--- src/rtl/vsc_pkg.sv ---
package vsc_pkg;

    typedef enum logic [1:0] {
        ACT_HOLD = 2'd0,
        ACT_UP   = 2'd1,
        ACT_DOWN = 2'd2,
        ACT_ONE  = 2'd3
    } vsc_act_e;

    localparam int unsigned FLAG_LIGHT = 0;
    localparam int unsigned FLAG_HEAVY = 1;
    localparam int unsigned NUM_FLAGS  = 2;

endpackage

--- src/rtl/vsc_region_latch.sv ---
module vsc_region_latch #(
    parameter int unsigned N = 2
) (
    input  logic         clk,
    input  logic         rst_n,
    input  logic         restart_i,
    input  logic         tick_i,
    input  logic [N-1:0] raw_i,
    output logic [N-1:0] seen_o
);

    for (genvar g = 0; g < N; g++) begin : g_flag
        logic seen_d, seen_q;

        always_comb begin
            if (restart_i)
                seen_d = 1'b0;
            else if (tick_i)
                seen_d = raw_i[g];          // new period starts with this cycle's sample
            else
                seen_d = seen_q | raw_i[g];
        end

        always_ff @(posedge clk or negedge rst_n) begin
            if (!rst_n)
                seen_q <= 1'b0;
            else
                seen_q <= seen_d;
        end

        assign seen_o[g] = seen_q;
    end

endmodule

--- src/rtl/vsc_action_dec.sv ---
module vsc_action_dec
    import vsc_pkg::*;
(
    input  logic                 restart_i,
    input  logic                 surge_i,
    input  logic                 tick_i,
    input  logic [NUM_FLAGS-1:0] seen_i,
    output vsc_act_e             act_o
);

    always_comb begin
        act_o = ACT_HOLD;
        if (restart_i || surge_i)
            act_o = ACT_ONE;
        else if (tick_i) begin
            if (seen_i[FLAG_HEAVY])
                act_o = ACT_DOWN;
            else if (seen_i[FLAG_LIGHT])
                act_o = ACT_UP;
        end
    end

endmodule

--- src/rtl/vsc_skip_counter.sv ---
module vsc_skip_counter
    import vsc_pkg::*;
#(
    parameter int unsigned CNT_W = 4
) (
    input  logic             clk,
    input  logic             rst_n,
    input  vsc_act_e         act_i,
    output logic [CNT_W-1:0] cnt_o
);

    localparam logic [CNT_W-1:0] CNT_MIN = {{(CNT_W-1){1'b0}}, 1'b1};
    localparam logic [CNT_W-1:0] CNT_MAX = {CNT_W{1'b1}};

    typedef struct packed {
        logic [CNT_W-1:0] cnt;
    } cnt_st_t;

    cnt_st_t st_d, st_q;

    always_comb begin
        st_d = st_q;
        unique case (act_i)
            ACT_ONE:  st_d.cnt = CNT_MIN;
            ACT_UP:   if (st_q.cnt != CNT_MAX) st_d.cnt = st_q.cnt + 1'b1;
            ACT_DOWN: if (st_q.cnt != CNT_MIN) st_d.cnt = st_q.cnt - 1'b1;
            default:  st_d.cnt = st_q.cnt;
        endcase
    end

    always_ff @(posedge clk or negedge rst_n) begin
        if (!rst_n)
            st_q <= '{cnt: CNT_MIN};
        else
            st_q <= st_d;
    end

    assign cnt_o = st_q.cnt;

endmodule

--- src/rtl/valley_skip_ctrl.sv ---
module valley_skip_ctrl
    import vsc_pkg::*;
#(
    parameter int unsigned CNT_W = 4
) (
    input  logic             clk,
    input  logic             rst_n,
    input  logic             restart_i,
    input  logic             tick_i,
    input  logic             below_lo_i,
    input  logic             above_hi_i,
    input  logic             above_rst_i,
    output logic [CNT_W-1:0] skip_o
);

    logic [NUM_FLAGS-1:0] raw_w;
    logic [NUM_FLAGS-1:0] seen_w;
    vsc_act_e             act_w;

    always_comb begin
        raw_w             = '0;
        raw_w[FLAG_LIGHT] = below_lo_i;
        raw_w[FLAG_HEAVY] = above_hi_i;
    end

    vsc_region_latch #(.N(NUM_FLAGS)) u_latch (
        .clk       (clk),
        .rst_n     (rst_n),
        .restart_i (restart_i),
        .tick_i    (tick_i),
        .raw_i     (raw_w),
        .seen_o    (seen_w)
    );

    vsc_action_dec u_dec (
        .restart_i (restart_i),
        .surge_i   (above_rst_i),
        .tick_i    (tick_i),
        .seen_i    (seen_w),
        .act_o     (act_w)
    );

    vsc_skip_counter #(.CNT_W(CNT_W)) u_cnt (
        .clk   (clk),
        .rst_n (rst_n),
        .act_i (act_w),
        .cnt_o (skip_o)
    );

endmodule

--- config.mk ---
export PLATFORM = sky130hd
export DESIGN_NAME = valley_skip_ctrl
export DESIGN_NICKNAME = d
export VERILOG_FILES = /design/src/rtl/vsc_pkg.sv /design/src/rtl/vsc_region_latch.sv /design/src/rtl/vsc_action_dec.sv /design/src/rtl/vsc_skip_counter.sv /design/src/rtl/valley_skip_ctrl.sv
export SDC_FILE = /design/constraint.sdc
export NUM_CORES = 1
export LEC_CHECK = 0
export BUFFER_PORTS_ARGS = -buffer_cell sky130_fd_sc_hd__buf_2
export CORE_AREA = 10 10 47 49
export CTS_CLUSTER_DIAMETER = 120
export DETAILED_ROUTE_END_ITERATION = 10
export DIE_AREA = 0 0 57 59
export SLEW_MARGIN = 5
export SYNTH_ARGS = -nofsm -noshare
export SYNTH_HDL_FRONTEND = slang
export SYNTH_SLANG_ARGS = --single-unit
--- constraint.sdc ---
create_clock -name clk -period 5 [get_ports clk]
set_input_delay 0.5 -clock clk [delete_from_list [all_inputs] [get_ports clk]]
set_output_delay 0.5 -clock clk [all_outputs]
set_load 0.01 [all_outputs]
==> results_dict.tcl <==
set metrics [dict create \
    outcome "completed" \
    startpoint "u_latch.g_flag[1].seen_q$_DFF_PN0_" \
    min_path_type "in2async" \
    place_congestion 0.797 \
    antenna_left 0 \
    synth-seq-area-share_pct 30.8 \
    vias_per_cell 5.46 \
    synth_area_leaders "dfrtp_1, ha_1, dfstp_2" \
    placed_cells 74 \
    ir_drop_uv 201 \
    drv_slew 0 \
    layout-drive-gt1-share_pct 30.6 \
    synth_cells 49 \
    finalWirelength_mm 1.02 \
    die_y_um 59 \
    seqPwrFrac_pct 42.4 \
    fin_skew_ns 0.00523 \
    diodes 0 \
    dp_hpwl_um 813 \
    r2r-start "u_latch.g_flag[1].seen_q$_DFF_PN0_" \
    internal_power_w 0.0000998 \
    syn_area_um2 492 \
    setup.worst_path.class "reg2reg" \
    p_sw_w 0.0000427 \
    cp.arrival_ns 2.03 \
    synth_area_per_cell_um2 10.0 \
    antenna_found_initial 0 \
    root_buffer "clkbuf_4" \
    rows 14 \
    ys_ff_latch 6 \
    p_clk_share_pct 34.0 \
    r2r_setup_slack_ns 3.13 \
    ys.flop_type "dfrtp_1" \
    cts_buffers 3 \
    vias 426 \
    period_minus_slack_ns 1.87 \
    grt.total_usage_pct 6.91 \
    leakagePower_nw 0.286 \
    grt_pass1_vias 450 \
    grt_setup_unrepaired "no" \
    p_per_area_nw_per_um2 247 \
    grt_overflow 0 \
    setup_slack_ns 3.13 \
    start_util_pct 35.1 \
    synth_warnings 0 \
    yosysTopAreaCellShare_pct 25.4 \
    tns_ns 0 \
    core_um2 1400 \
    grt_pass1_wl_mm 1.86 \
    async_flop_share_pct 100 \
    preCtsSetupSlack_ns 2.90 \
    drv_cap 0 \
    tightest_slew_ns 0.354 \
    hold_buffers 0 \
    crit_path_cell_trace "o21ai_0 > inv_1 > ha_1 > and4bb_4 > o41a_1" \
    yosysTopAreaCell "dfrtp_1" \
    cp_max_fo 6 \
    cts.sinks 6 \
    drc 0 \
    cts_resized 0 \
    combPwrFrac_pct 23.6 \
    hold_violations 0 \
    cts_max_level 1 \
    first_pass_iters 2 \
    p_sw_share_pct 30.0 \
    synth_nets 63 \
    slowest_stage "o41a_1" \
    port_buffers 10 \
    layout_common_cells "buf_2, inv_1, ha_1" \
    synth_edf_count 0 \
    dieWidth_um 57 \
    drt_iter0_markers 6 \
    slowest_delay_ns 0.40 \
    layout_commonest_cell "buf_2" \
    setup_viol 0 \
    areaGrowthSynthToFinish_pct 17.3 \
    required_ns 5.16 \
    stdcell_count 78 \
    path_clk_slew_ns 0.05 \
    max_freq_mhz 535 \
    post_cts_buffers 0 \
    routedWlPerCell_um 13.0 \
    die_area_um2 3360 \
    slew_headroom_pct 76.2 \
    clkLatencyLatePin_ns 0.25 \
    endpoint_kind "register" \
    r2r_end "u_cnt.cnt_o[0]$_DFFE_PN1P_" \
    cts_tree "built" \
    nets 77 \
    layout_worst_path_cycle_share_pct 37.4 \
    grt_max_degree 11 \
    num_io_pins 11 \
    reg2reg_depth 5 \
    ys_types 22 \
    start_kind "register" \
    ctsLongestPathBuffers 2 \
]
kinds of logic after synthesis:
group / count (synthesis) / synth area share (%)
buffers and inverters: 8 / 7.63
muxes: 1 / 2.04
AOI/OAI and AO/OA: 15 / 26.7
adders and majority gates: 7 / 17.8
DFF: 6 / 30.8
and+or+nand+nor: 12 / 15.0
flip-flops by register name, indices dropped and copies added, names as in the netlist:
name,cells
u_latch.g_flag.seen_q,2
u_cnt.cnt_o,4
critical path, delay by kind of cell (launching register included):
kind	cells	cell delay [ns]
and+or+nand+nor	1	0.26
DFF	1	0.39
buffers and inverters	1	0.11
AOI/OAI and AO/OA	2	0.73
adders and majority gates	1	0.29
cells in the mapped netlist, types with 2 or more instances:
cell and count:
dfrtp_1 5, a32o_1 2, inv_1 7, o41ai_1 2, o21ai_0 3, nor2_1 5, nand2_1 3, a21oi_1 2
ha_1 7
power groups by stage:
stage,Sequential (W),Clock [W],Combinational (W)
after detailed placement,0.0000612,0,0.0000340
after global routing,0.0000613,0.0000558,0.0000388
after floorplan,0.0000601,0,0.0000234
after CTS,0.0000605,0.0000503,0.0000341
after global placement,0.0000611,0,0.0000336
final,0.0000604,0.0000485,0.0000336
area by class of cell:
type                            count  area (um2)
Fill cell                         156         825
Multi-Input combinational cell     35         303
Sequential cell                     6         151
Timing Repair Buffer               10        50.0
Clock buffer                        4        26.3
Inverter                            7        26.3
Tap cell                           16        20.0
routing by layer:
| metal | GRT usage (%) | part of all wire [%] | wire length [um] |
|---|---|---|---|
| met1 | 7.47 | 46 | 468 |
| met2 | 10.5 | 44 | 442 |
| met3 | 4.29 | 8.7 | 88 |
| met4 | 3.02 | 1.7 | 17 |
| met5 | 0 | 0 | 0 |
worst max-delay path by stage:
stage | end | slack, ns | cells after the start
global placement | u_cnt.cnt_o[0]$_DFFE_PN1P_ | 2.95 | 7
detailed placement | u_cnt.cnt_o[0]$_DFFE_PN1P_ | 2.90 | 7
finish | u_cnt.cnt_o[0]$_DFFE_PN1P_ | 3.13 | 5
CTS | u_cnt.cnt_o[0]$_DFFE_PN1P_ | 3.13 | 5
floorplan | u_cnt.cnt_o[0]$_DFFE_PN1P_ | 3.16 | 6
global route | u_cnt.cnt_o[0]$_DFFE_PN1P_ | 3.01 | 5
metrics by stage:
step	utilization [%]	cell area [um2]	hold slack, ns	total power, W
after floorplan	-	492	0.204	0.0000835
after global placement	39.3	551	0.324	0.0000947
after detailed placement	39.3	551	0.325	0.0000952
after CTS	41.2	577	0.0584	0.000145
after global routing	41.2	577	0.0453	0.000156
final	41.2	577	0.0608	0.000142
No activity file was read; power rests on OpenSTA's default activity.
